### src/rtl/sbt_pkg.sv
`timescale 1ns/1ps
package sbt_pkg;
  typedef enum logic [1:0] {
    OP_ACT = 2'd0,
    OP_RD  = 2'd1,
    OP_WR  = 2'd2,
    OP_PRE = 2'd3
  } sbt_op_e;
endpackage

### src/rtl/sbt_down_cnt.sv
`timescale 1ns/1ps
module sbt_down_cnt #(
  parameter int W = 4
) (
  input  logic         clk,
  input  logic         rst_n,
  input  logic         load,
  input  logic [W-1:0] load_val,
  output logic [W-1:0] cnt
);
  logic [W-1:0] cnt_d;

  always_comb begin
    if (load)            cnt_d = load_val;
    else if (cnt != '0)  cnt_d = cnt - W'(1);
    else                 cnt_d = cnt;
  end

  always_ff @(posedge clk or negedge rst_n) begin
    if (!rst_n) cnt <= '0;
    else        cnt <= cnt_d;
  end
endmodule

### src/rtl/sbt_bank.sv
`timescale 1ns/1ps
module sbt_bank
  import sbt_pkg::*;
#(
  parameter int ROW_W     = 12,
  parameter int CW        = 5,
  parameter int AGE_W     = 15,
  parameter int T_RCD     = 3,
  parameter int T_RAS     = 6,
  parameter int T_RP      = 3,
  parameter int T_WR      = 1,
  parameter int BURST     = 4,
  parameter int T_RAS_MAX = 17142
) (
  input  logic             clk,
  input  logic             rst_n,
  input  logic             issue,
  input  sbt_op_e          op,
  input  logic             ap,
  input  logic [ROW_W-1:0] row,
  input  logic [1:0]       cas_lat,
  output logic             is_open,
  output logic [ROW_W-1:0] open_row,
  output logic             act_ok,
  output logic             col_ok,
  output logic             pre_ok,
  output logic             close_due
);
  localparam logic [CW-1:0]    RCD_LD  = CW'(T_RCD - 1);
  localparam logic [CW-1:0]    RAS_LD  = CW'(T_RAS - 1);
  localparam logic [CW-1:0]    RP_LD   = CW'(T_RP - 1);
  localparam logic [CW-1:0]    WR_LD   = CW'(BURST + T_WR - 2);
  localparam logic [CW-1:0]    WAP_LD  = CW'(BURST + T_WR + T_RP - 2);
  localparam logic [AGE_W-1:0] AGE_LIM = AGE_W'(T_RAS_MAX);

  logic [CW-1:0] rcd_cnt, ras_cnt, wr_cnt, rp_cnt;
  logic [CW-1:0] ap_base, ap_from_ras, ap_from_wr, ap_ld, rp_ld;
  logic          ld_act, ld_col, ld_wr, ld_ap, ld_pre;
  logic          open_d;
  logic [ROW_W-1:0] row_d;
  logic [AGE_W-1:0] age_q, age_d;

  assign ld_act = issue && (op == OP_ACT);
  assign ld_col = issue && ((op == OP_RD) || (op == OP_WR));
  assign ld_wr  = issue && (op == OP_WR);
  assign ld_ap  = ld_col && ap;
  assign ld_pre = issue && (op == OP_PRE);

  // Auto-precharge: internal precharge waits for tRAS and write recovery,
  // reads also wait until the burst has left the pins.
  always_comb begin
    ap_base     = (op == OP_WR) ? WAP_LD : (CW'(cas_lat) + CW'(BURST - 1));
    ap_from_ras = ras_cnt + RP_LD;
    ap_from_wr  = wr_cnt + RP_LD;
    ap_ld       = ap_base;
    if (ap_from_ras > ap_ld) ap_ld = ap_from_ras;
    if (ap_from_wr  > ap_ld) ap_ld = ap_from_wr;
    rp_ld       = ld_pre ? RP_LD : ap_ld;
  end

  sbt_down_cnt #(.W(CW)) rcd_u (.clk(clk), .rst_n(rst_n), .load(ld_act),
                                .load_val(RCD_LD), .cnt(rcd_cnt));
  sbt_down_cnt #(.W(CW)) ras_u (.clk(clk), .rst_n(rst_n), .load(ld_act),
                                .load_val(RAS_LD), .cnt(ras_cnt));
  sbt_down_cnt #(.W(CW)) wr_u  (.clk(clk), .rst_n(rst_n), .load(ld_wr),
                                .load_val(WR_LD), .cnt(wr_cnt));
  sbt_down_cnt #(.W(CW)) rp_u  (.clk(clk), .rst_n(rst_n), .load(ld_pre || ld_ap),
                                .load_val(rp_ld), .cnt(rp_cnt));

  always_comb begin
    open_d = is_open;
    row_d  = open_row;
    age_d  = age_q;
    if (ld_act) begin
      open_d = 1'b1;
      row_d  = row;
      age_d  = AGE_W'(1);
    end else begin
      if (ld_pre || ld_ap) open_d = 1'b0;
      if (is_open && (age_q < AGE_LIM)) age_d = age_q + AGE_W'(1);
    end
  end

  always_ff @(posedge clk or negedge rst_n) begin
    if (!rst_n) begin
      is_open  <= 1'b0;
      open_row <= '0;
      age_q    <= '0;
    end else begin
      is_open  <= open_d;
      open_row <= row_d;
      age_q    <= age_d;
    end
  end

  assign act_ok    = !is_open && (rp_cnt == '0);
  assign col_ok    = is_open && (rcd_cnt == '0);
  assign pre_ok    = is_open && (ras_cnt == '0) && (wr_cnt == '0);
  assign close_due = is_open && (age_q >= AGE_LIM);
endmodule

### src/rtl/sbt_tracker.sv
`timescale 1ns/1ps
module sbt_tracker
  import sbt_pkg::*;
#(
  parameter int BANKS     = 4,
  parameter int ROW_W     = 12,
  parameter int T_RCD     = 3,
  parameter int T_RAS     = 6,
  parameter int T_RP      = 3,
  parameter int T_RRD     = 2,
  parameter int T_WR      = 1,
  parameter int BURST     = 4,
  parameter int T_RAS_MAX = 17142,
  localparam int BANK_W   = (BANKS > 1) ? $clog2(BANKS) : 1
) (
  input  logic                   clk,
  input  logic                   rst_n,
  input  logic [1:0]             cas_lat,
  input  logic                   cmd_valid,
  input  logic [1:0]             cmd_op,
  input  logic [BANK_W-1:0]      cmd_bank,
  input  logic [ROW_W-1:0]       cmd_row,
  input  logic                   cmd_ap,
  output logic [3:0]             legal_vec,
  output logic                   cmd_legal,
  output logic                   row_hit,
  output logic                   row_miss,
  output logic [BANKS-1:0]       bank_open,
  output logic [BANKS*ROW_W-1:0] open_rows,
  output logic [BANKS-1:0]       close_due
);
  localparam int MAXL  = T_RAS + T_RP + BURST + T_WR + 4;
  localparam int CW    = $clog2(MAXL + 1);
  localparam int AGE_W = $clog2(T_RAS_MAX + 1);
  localparam int RW    = $clog2(T_RRD + 1);

  sbt_op_e          op;
  logic [BANKS-1:0] act_ok_b, col_ok_b, pre_ok_b;
  logic [ROW_W-1:0] row_b [BANKS];
  logic [RW-1:0]    rrd_cnt;
  logic             issue, issue_act;

  assign op        = sbt_op_e'(cmd_op);
  assign issue     = cmd_valid && cmd_legal;
  assign issue_act = issue && (op == OP_ACT);

  sbt_down_cnt #(.W(RW)) rrd_u (.clk(clk), .rst_n(rst_n), .load(issue_act),
                                .load_val(RW'(T_RRD - 1)), .cnt(rrd_cnt));

  for (genvar b = 0; b < BANKS; b++) begin : g_bank
    sbt_bank #(
      .ROW_W(ROW_W), .CW(CW), .AGE_W(AGE_W), .T_RCD(T_RCD), .T_RAS(T_RAS),
      .T_RP(T_RP), .T_WR(T_WR), .BURST(BURST), .T_RAS_MAX(T_RAS_MAX)
    ) bank_u (
      .clk(clk), .rst_n(rst_n),
      .issue(issue && (cmd_bank == BANK_W'(b))),
      .op(op), .ap(cmd_ap), .row(cmd_row), .cas_lat(cas_lat),
      .is_open(bank_open[b]), .open_row(row_b[b]),
      .act_ok(act_ok_b[b]), .col_ok(col_ok_b[b]), .pre_ok(pre_ok_b[b]),
      .close_due(close_due[b])
    );
    assign open_rows[b*ROW_W +: ROW_W] = row_b[b];
  end

  always_comb begin
    legal_vec[OP_ACT] = act_ok_b[cmd_bank] && (rrd_cnt == '0);
    legal_vec[OP_RD]  = col_ok_b[cmd_bank];
    legal_vec[OP_WR]  = col_ok_b[cmd_bank];
    legal_vec[OP_PRE] = pre_ok_b[cmd_bank];
  end

  assign cmd_legal = legal_vec[cmd_op];
  assign row_hit   = bank_open[cmd_bank] && (row_b[cmd_bank] == cmd_row);
  assign row_miss  = bank_open[cmd_bank] && (row_b[cmd_bank] != cmd_row);
endmodule

### config.mk
export PLATFORM = sky130hd
export DESIGN_NAME = sbt_tracker
export DESIGN_NICKNAME = d
export VERILOG_FILES = /design/src/rtl/sbt_pkg.sv /design/src/rtl/sbt_down_cnt.sv /design/src/rtl/sbt_bank.sv /design/src/rtl/sbt_tracker.sv
export SDC_FILE = /design/constraint.sdc
export NUM_CORES = 1
export LEC_CHECK = 0
export ABC_AREA = 0
export BUFFER_PORTS_ARGS = -buffer_cell sky130_fd_sc_hd__buf_4
export CAP_MARGIN = 25
export CORE_MARGIN = 5
export CORE_UTILIZATION = 65
export DETAILED_ROUTE_END_ITERATION = 8
export PLACE_DENSITY = 0.95
export SYNTH_ARGS = -nofsm -noshare
export SYNTH_HDL_FRONTEND = slang
export SYNTH_SLANG_ARGS = --single-unit
### constraint.sdc
create_clock -name clk -period 6.15 [get_ports clk]
set_input_delay 0.3075 -clock clk [delete_from_list [all_inputs] [get_ports clk]]
set_output_delay 0.3075 -clock clk [all_outputs]
set_load 0.02 [all_outputs]
# Word level (Yosys, flattened, before mapping)
# Cells that the tools add are included.
# totals
input_bits	22
romBits	0
memories	0
ramBits	0
latchBits	0
register_bits	194
out_inout_bits	63
# op_classes
multipliers	0
n_addsub	30
n_reduce_logical	123
eq_ne	8
order_cmp	19
muxes	76
shifts	0
bitwise_logic	1
div_mod_pow	0
# op_table
operator	count
$mux 5	45
$mux 15	8
$logic_not 5->1	16
$reduce_bool 5->1	16
$sub 5x1->5 const B	16
$add 15x1->15 const B	4
$ge 15x15->1 const B	4
$lt 15x15->1 const B	4
$logic_and 1x1->1	53
$reduce_bool 2->1	26
$add 5x2->5 const B	8
$gt 5x5->1	8
$bmux 12 s2	1
$mux 12	2
$mux 1	13
$eq 12x12->1	1
$ne 12x12->1	1
$bmux 1 s2	5
$eq 2x2->1 const B	4
$logic_not 2->1	3
$lt 2x3->1 const B	2
$logic_or 1x1->1	5
$eq 2x1->1 const B	2
$logic_not 1->1	4
other kinds (5)	6

# Depth between registers and ports, before layout
# Gate-level depths: netlist (run 1).
# logic_depth
word_depth	14
mapped_depth	17
ltp_nobuf	17

# Cells and area by module
# From an unflattened synthesis (run 1), not the netlist that was laid out.
# hier_totals
cells_unflattened	1385
hier_area_um2	12782.3
# modules_own_cells
module	n_inst	cells_each	area_per_inst_um2	seq_area_each_um2
sbt_bank	4	222	1889.3	700.7
sbt_down_cnt (g_bank[0].bank_u.ras_u ...)	16	27	279.0	125.1
sbt_tracker	1	53	646.9	0.0
sbt_down_cnt (rrd_u)	1	12	113.9	50.0

# Worst setup path before layout (run 1)
# OpenSTA, ideal clock, no wires.
# synth_timing
path_kind	input-to-reg
start	input cas_lat[0]
end	register g_bank[3].bank_u.rp_u.cnt[2]
arrival_time_ns	3.727
required_ns	6.068
path_stages	16
setup_ns	0.082
path_slack_ns	2.341
path_cell_list	inv_1 > ha_1 > nor2b_1 > ha_1 > nand2_1 > o21ai_0 > o311ai_0 > mux2_2 > ha_1 > nor2b_1 > nor3_1 > o21bai_1 > a21oi_1 > a31oi_1 > mux2_2 > o22ai_1
# synth_between
elab_chain_cells	8
# synth_rtl
element	line_no	rtl
start, declared	sbt_tracker.sv:18	input logic [1:0] cas_lat,
$add 2x2->3 (*)	sbt_bank.sv:52	ap_base = (op == OP_WR) ? WAP_LD : (CW'(cas_lat) + CW'(BURST - 1));
$mux 5 (*)	sbt_bank.sv:52	
$gt 5x5->1	sbt_bank.sv:56	if (ap_from_ras > ap_ld) ap_ld = ap_from_ras;
$mux 5 (*)	sbt_bank.sv:56	
$gt 5x5->1	sbt_bank.sv:57	if (ap_from_wr > ap_ld) ap_ld = ap_from_wr;
$mux 5 (*)	sbt_bank.sv:57	
$mux 5 (*)	sbt_bank.sv:58	rp_ld = ld_pre ? RP_LD : ap_ld;
$mux 5 (*)	sbt_down_cnt.sv:14	if (load) cnt_d = load_val;
end signal, assigned	sbt_down_cnt.sv:21	else cnt <= cnt_d;
end, declared	sbt_down_cnt.sv:9	output logic [W-1:0] cnt
# Mark *: on every way between the ends. The rest lies on a longest branch, timed or not.
# A chain may end at the register's enable or synchronous reset.

# Final worst setup path (run 1)
# layout_timing
start	input cmd_op[0]
end	register g_bank[3].bank_u.rp_u.cnt[2]
# layout_between
elab_chain_cells	8
# layout_rtl
element	line_no	rtl
start, declared	sbt_tracker.sv:20	input logic [1:0] cmd_op,
$eq 2x2->1 or $bmux 1 s2 (tied branches)	sbt_bank.sv:44, sbt_bank.sv:52, sbt_tracker.sv:72	
$mux 5 or $mux 1 (tied branches)	sbt_bank.sv:52, sbt_tracker.sv:72	
$gt 5x5->1 or $logic_and 1x1->1 (tied branches)	sbt_bank.sv:56, sbt_tracker.sv:44	
$mux 5 or $logic_and 1x1->1 (tied branches)	sbt_bank.sv:56, sbt_tracker.sv:56	
$gt 5x5->1 or $logic_and 1x1->1 (tied branches)	sbt_bank.sv:57, sbt_bank.sv:44	
$mux 5 or $logic_and 1x1->1 (tied branches)	sbt_bank.sv:57, sbt_bank.sv:46	
$mux 5 or $logic_or 1x1->1 (tied branches)	sbt_bank.sv:58, sbt_bank.sv:67	
$mux 5 or $reduce_bool 2->1 (tied branches)	n/a	
# Several ways; a longest one is shown, not always the timed one. The select of a mux whose other input is x is not followed.

==> summary.md, run 1 <==
| Metric | Value |
|---|---|
| Status | finished with violations |
| Failing checks | design-rule violations, negative hold slack |
| Layout cells sized above 1 | 0.185 |
| Setup TNS | 0 ps |
| Final setup fails | 0 |
| Main synth FF type | dfrtp_1 |
| Cell Rows | 49 |
| I/O Pins | 85 |
| First-pass GRT wire length | 50.7 mm |
| Crit-path cells | buf_4 -> inv_1 -> ha_1 -> nor2b_1 -> ha_1 -> nor2b_1 -> o21ai_0 -> o311ai_0 -> mux2_2 -> ha_1 -> nor2b_1 -> nor3_1 -> o21bai_1 -> a21oi_1 -> a31oi_1 -> mux2_2 -> o22ai_1 |
| Skew-Pair Late Insertion Delay | between 400 and 500 ps |
| Worst EP required | 6520 ps |
| Routed Antenna Nets | 0 |
| Worst path max stage delay | roughly 700 ps |
| Initial Utilization | 0.654 |
| Syn_nets | 1280 |
| Mapped Area | 11700 um2 |
| CP max FO | 8 |
| Post-CTS resize count | 0 |
| Post-synthesis cell count | roughly 1200 |
| Pre-antenna DRT Iters | 8 |
| Final min period | 4380 ps |
| Crit. End Element | flip-flop |
| Nets | 1356 |
| Most common cell after layout, fill and taps aside | dfrtp_1 |
| Total GRT Usage | 0.311 |
| Hold Violations, Final | 18 |
| CTS tree | yes |
| Setup bufs post-CTS | 0 |
| Initial DRC count | 1083 |
| Synth async-reset ratio | 1.00 |
| Grt ovf | 0 |
| Yosys reg bits | 194 |
| DR DRC count | 2 |
| Total number of vias | 9763 |
| Routed WL | about 31 mm |
| Post-DP HPWL | 20.3 mm |
| Top cells by area, synth | dfrtp_1, ha_1, mux2_2 |
| Vias per cell | about 6.5 |
| Clk root buf | clkbuf_16 |
| Cts bufs inserted | 17 |
| Max VDD drop | 0.000387 V |
| Initial antenna violation count | 0 |
| Max-slew violation count | 0 |
| Largest net degree at the start of global routing | 117 |
| Vias in the first global route | 9942 |
| Worst slew margin | 0.314 |
| Tcrit/Tclk final | 0.712 |
| Htree depth | 4 |
| # diodes | 0 |
| Syn_area_per_cell | 9.95 um2 |
| Synth Warn # | 0 |
| Post-synth top area cell | dfrtp_1 |
| Commonest non-fill, non-tap cells in the layout | dfrtp_1, nor2_1, nand2_1, buf_4, inv_1 |
| Pwr/cell area | 574 nW/um2 |
| Die height | 144 um |
| Core area | between 15000 and 20000 um2 |
| Worst Path Arrival | 4750 ps |
| Clock Path Buffers | 2 |
| Setup Skew | ~11 ps |
| Actual slew at the worst max-slew pin | 1010 ps |
| Netlist cell types | 65 |
| Layout Utilization | 0.735 |
| Yosys top cell area share | 0.416 |
| Clock-pin slew on the worst setup and hold paths | 80 ps |
| Max Clock Freq | 228 MHz |
| PortBufs | 84 |
| Maxcap violations | 0 |
| Leakage power | 0.00608 uW |
| RD Place Congestion | about 0.97 |
| CP Class | in -> reg |
| WL/cell | 21.0 um |
| Crit start category | primary input |
| Die area | 20700 um2 |
| Die W | 144 um |
| Multi-input combinational cell area | 6310 um2 |
| Area grow syn2layout | 12.4% |
| Critical-path top delay cell | nor2b_1 |
| Fillers | 1047 |
| HP Class | in -> async |
| RSZ-0062 raised after global routing | no |
| Post-synth EDFFs | 0 |
| Post-CTS Hold Buffers | 0 |
| # clock sinks | 194 |
| Register area | 4850 um2 |
| Register area share after synthesis | 0.416 |
| Hold WS | -46.2 ps |
-- worst max-delay path, delay by kind of cell --
| kind | cells | cell delay, ps |
|---|---|---|
| muxes | 2 | 820 |
| buffers and inverters | 2 | 180 |
| AOI/OAI and AO/OA | 6 | 1420 |
| adders and majority gates | 3 | 900 |
| and+or+nand+nor | 4 | 1130 |
-- area by class of cell --
type                            instances  area share
Clock buffer                           18      0.0335
Multi-Input combinational cell        857       0.481
Clock inverter                         14      0.0143
Tap cell                              229      0.0218
Sequential cell                       194       0.370
Inverter                               88      0.0252
Timing Repair Buffer                   91      0.0541
-- cell usage after synthesis (all sizes together), types with 4 or more instances --
master,n
a211o,5
xor2,36
a211oi,7
nor2b,12
inv,88
or3b,4
nor4,12
xnor2,73
mux2i,21
dfrtp,194
mux4,13
o21ai,31
nand2b,10
o22ai,14
nor4b,9
buf,26
nor3,44
ha,85
clkbuf,8
nand2,100
nand3,29
mux2,66
nor2,137
o211ai,8
a31oi,7
a21oi,36
or3,7
nand4,22
or2,7
o21a,5
and3,17
-- routing by layer --
| layer | up-vias | global-route usage | share of wire |
|---|---|---|---|
| met2 | 568 | 0.506 | 0.50 |
| met5 | - | 0 | 0 |
| met1 | 4760 | 0.379 | 0.36 |
| met3 | 207 | 0.0661 | 0.074 |
| met4 | 0 | 0.193 | 0.068 |
| li1 | 4228 | - | - |
-- per-stage QoR --
stage / power [uW] / area, um2 / std cells / hold WS, ps / setup WS [ps]
after floorplan: 5090 / 11700 / 1173 / 11.9 / 2340
after global placement: 5720 / 12500 / 1458 / 492 / 1820
after detailed placement: 6030 / 12500 / 1458 / 503 / 1600
after CTS: 7410 / 13100 / 1490 / 31.7 / 1920
after global routing: 8040 / 13100 / 1491 / 53.6 / 1470
final: 7530 / 13100 / 1491 / -46.2 / 1770
-- registers in the layout (all words and copies together) (netlist names) --
name                     cells
g_bank.bank_u.ras_u.cnt     20
g_bank.bank_u.wr_u.cnt      20
g_bank.bank_u.is_open        4
g_bank.bank_u.rp_u.cnt      20
g_bank.bank_u.age_q         60
g_bank.bank_u.open_row      48
g_bank.bank_u.rcd_u.cnt     20
rrd_u.cnt                    2
-- logic make-up after synthesis --
logic type | count (synthesis) | share of synthesized area
adder cells (fa/ha/maj) | 85 | 0.0912
multiplexers | 100 | 0.107
AO/OA/AOI/OAI | 140 | 0.0761
XOR/XNOR | 109 | 0.0818
buffers and inverters | 122 | 0.0455
AND/OR/NAND/NOR | 423 | 0.183
flip-flops | 194 | 0.416
-- power breakdown --
group	switching (uW)	internal (uW)	total [uW]	leakage [uW]
sequential	641	1790	2430	0.00235
clock	538	664	1200	0.000304
combinational	2170	1730	3900	0.00343
total	3350	4180	7530	0.00608
-- worst paths after layout --
check	from	endpoint	slack (ps)	depth (start not counted)
min reg2reg	g_bank[1].bank_u.age_q[14]	g_bank[1].bank_u.age_q[14]	540	2
min	rst_n	g_bank[0].bank_u.rp_u.cnt[2]	-50	1
max in group asynchronous	rst_n	g_bank[3].bank_u.age_q[1]	5060	3
max	cmd_op[0]	g_bank[3].bank_u.rp_u.cnt[2]	1770	17
max reg2reg	g_bank[1].bank_u.ras_u.cnt[1]	g_bank[1].bank_u.rp_u.cnt[4]	2010	14
min in group clk	cmd_valid	rrd_u.cnt[1]	90	2
Note: power is estimated with default switching activity, not from simulation.
==> run 2, diff against run 1 <==
CORE_UTILIZATION = 55   (was 65)
PLACE_DENSITY = 0.88   (was 0.95)
clock period = 3.75 ns   (was 6.15 ns; I/O delays follow)
==> run 2 against run 1 <==
  * The flow now finishes without violations
  * Non-clock buffer count rose by 29
  * Largest cell class unchanged
  * Register-to-register slack got worse by 1900 ps
  * Flip-flop and latch count unchanged
  * Critical path depth down 2
  * Largest power group unchanged
  * Worst hold slack improved by 61 ps
  * Count of clock-buffer cells in the layout rose by 3
  * Critical path type is now reg -> reg
==> summary.md, run 2 (synthesis results as in run 1) <==
| Metric | Value |
|---|---|
| Clk root buf | clkbuf_16 |
| Routed WL | 28.9 mm (-7.9%) |
| Hold WS | 14.4 ps (+60.7 ps) |
| Register name with the most flops | g_bank.bank_u.age_q |
| # diodes | 0 (unchanged) |
| Worst slew margin | 0.382 (+0.0678) |
| Max VDD drop | 0.000622 V (+61%) |
| Commonest non-fill, non-tap cells in the layout | dfrtp_1, nor2_1, buf_4, nand2_1, inv_1 |
| First-pass GRT wire length | 47.5 mm (-6.3%) |
| Fillers | 1544 (+47%) |
| Layout cells sized above 1 | 0.204 (+0.0199) |
| Setup TNS | 0 ps (unchanged) |
| Max FFs per register | 60 (unchanged) |
| DR DRC count | 0 (-2) |
| I/O Pins | 85 (unchanged) |
| Final setup fails | 0 (unchanged) |
| DP Area | 12800 um2 (+2.4%) |
| Pwr/cell area | 915 nW/um2 (+59%) |
| Cts bufs inserted | 17 (unchanged) |
| Cell Rows | 53 (+8.2%) |
| CP Class | reg -> reg |
| Skew-Pair Late Insertion Delay | 440 ps (about the same) |
| Sw Pwr | 5290 uW (+58%) |
| Clock Path Buffers | 2 (unchanged) |
| Grt ovf | 0 (unchanged) |
| Initial Utilization | 0.557 (-0.0972) |
| Nets | 1385 (+2.1%) |
| Leakage power | 0.00621 uW (+2.1%) |
| Routed Antenna Nets | 0 (unchanged) |
| PortBufs | 84 (unchanged) |
| Actual slew at the worst max-slew pin | 927 ps (-87.4 ps) |
| Initial antenna violation count | 0 (unchanged) |
| Max-slew violation count | 0 (unchanged) |
| Maxcap violations | 0 (unchanged) |
| CP max FO | 5 (-3) |
| HP Class | in -> reg |
| Most common cell after layout, fill and taps aside | dfrtp_1 |
| Total number of vias | 9386 (-3.9%) |
| Die area | 24200 um2 (+17%) |
| CTS tree | yes |
| Crit start category | flip-flop |
| Final design instance area without fill | 13400 um2 (+2.3%) |
| Total GRT Usage | 0.241 (-0.0695) |
| RD Place Congestion | 0.907 (-6.7%) |
| Worst EP required | 4050 ps (-2470 ps) |
| Crit. End Element | flip-flop |
| Combinational share of power | 0.532 (+0.014) |
| Vias per cell | 5.99 (-8.5%) |
| Clock-pin slew on the worst setup and hold paths | 70 ps (about the same) |
| Status | finished clean |
| Area grow syn2layout | 14.9% |
| Final min period | approximately 3600 ps |
| Part of the power in registers | 0.320 (-0.002) |
| Die W | 156 um (+8.1%) |
| Tcrit/Tclk final | 0.959 |
| Initial DRC count | 748 (-31%) |
| Internal power | 6990 uW (+67%) |
| Vias in the first global route | 9618 (-3.3%) |
| Die height | 156 um (+8.1%) |
| Hold Violations, Final | 0 (-18) |
| # clock sinks | 194 (unchanged) |
| WL/cell | 18.4 um (-12%) |
| Largest net degree at the start of global routing | 112 (-4.3%) |
| Core area | 21000 um2 (+17%) |
| Pre-antenna DRT Iters | 6 (-2) |
| Post-DP HPWL | 20.0 mm (-1.3%) |
| Worst Path Arrival | 3890 ps (-860 ps) |
| Switching Fraction | 0.431 (-0.0142) |
| Leading registers by flop count | g_bank.bank_u.age_q: 60 flops, g_bank.bank_u.open_row: 48 flops |
| Max Clock Freq | 278 MHz |
| Setup Skew | 11.9 ps (+0.422 ps) |
| Clock power frac | 0.147 (-0.013) |
| Layout Utilization | 0.640 (-0.0952) |
| Htree depth | 4 (unchanged) |
-- run 2: cell count changes in the layout (fill, tap and decap cells not counted), sizes merged --
cell | previous run | this run
clkinvlp | 2 | 3
dlygate4sd3 | 0 | 2
inv | 95 | 93
bufinv | 3 | 1
buf | 90 | 117
clkbuf | 19 | 22
-- run 2: metrics by stage --
step                std cells  power (uW)  setup slack, ps
floorplan                1173        8340             60.8
global placement         1529        9690              133
detailed placement       1529       10100            -29.2
CTS                      1563       12100             23.8
global route             1566       13200            -7.92
finish                   1566       12300              153
-- run 2: power by group through the flow --
| stage | combinational, uW | sequential [uW] | clock [uW] |
|---|---|---|---|
| final | 6530 | 3930 | 1810 |
| after global routing | 7250 | 4040 | 1920 |
| after CTS | 6350 | 3910 | 1820 |
| after detailed placement | 6190 | 3910 | 0 |
| after global placement | 5840 | 3850 | 0 |
| after floorplan | 4580 | 3760 | 0 |
-- run 2: per-layer routing --
metal  wire length (um)  vias to the layer above  GRT usage
li1                   -                     4292          -
met1              11100                     4635      0.285
met2              15100                      344      0.433
met3               1350                      115     0.0374
met4               1280                        0      0.109
met5                  0                        -          0
-- run 2: layout make-up --
cell class	instances	area (um2)	share of cell area
Multi-Input combinational cell	857	6330	0.472
Sequential cell	194	4860	0.362
Timing Repair Buffer	120	982	0.0732
Clock buffer	21	450	0.0336
Tap cell	275	344	0.0257
Inverter	88	330	0.0246
Clock inverter	11	121	0.00905
-- run 2: timing repair --
item	4_1_cts	5_1_grt
resized for setup	0	9
hold buffers	2	0
setup buffers	0	2
setup endpoints to repair	0	12
hold endpoints to repair	110	0
-- run 2: worst max-delay path, cell delays in order, from the launching register on --
cell	delay (ps)
dfrtp_1	420
inv_1	120
ha_1	320
ha_1	310
nand3_1	100
o21ai_0	110
o211ai_1	280
mux2_2	400
ha_1	290
nor2b_1	140
o21a_1	160
o21ai_0	200
a21oi_2	100
buf_4	170
mux2i_2	200
o22ai_1	120
-- run 2: worst paths after layout --
| path | start | end | slack, ps | cells after the start |
|---|---|---|---|---|
| max | g_bank[1].bank_u.ras_u.cnt[2] | g_bank[1].bank_u.rp_u.cnt[0] | 150 | 15 |
| min | cmd_row[10] | g_bank[3].bank_u.open_row[10] | 10 | 2 |
| max reg2reg | g_bank[1].bank_u.ras_u.cnt[2] | g_bank[1].bank_u.rp_u.cnt[0] | 150 | 15 |
| min reg2reg | g_bank[0].bank_u.open_row[10] | g_bank[0].bank_u.open_row[10] | 540 | 1 |
| max in group asynchronous | rst_n | g_bank[3].bank_u.ras_u.cnt[1] | 2380 | 3 |
| min in group asynchronous | rst_n | g_bank[0].bank_u.rp_u.cnt[4] | 420 | 2 |
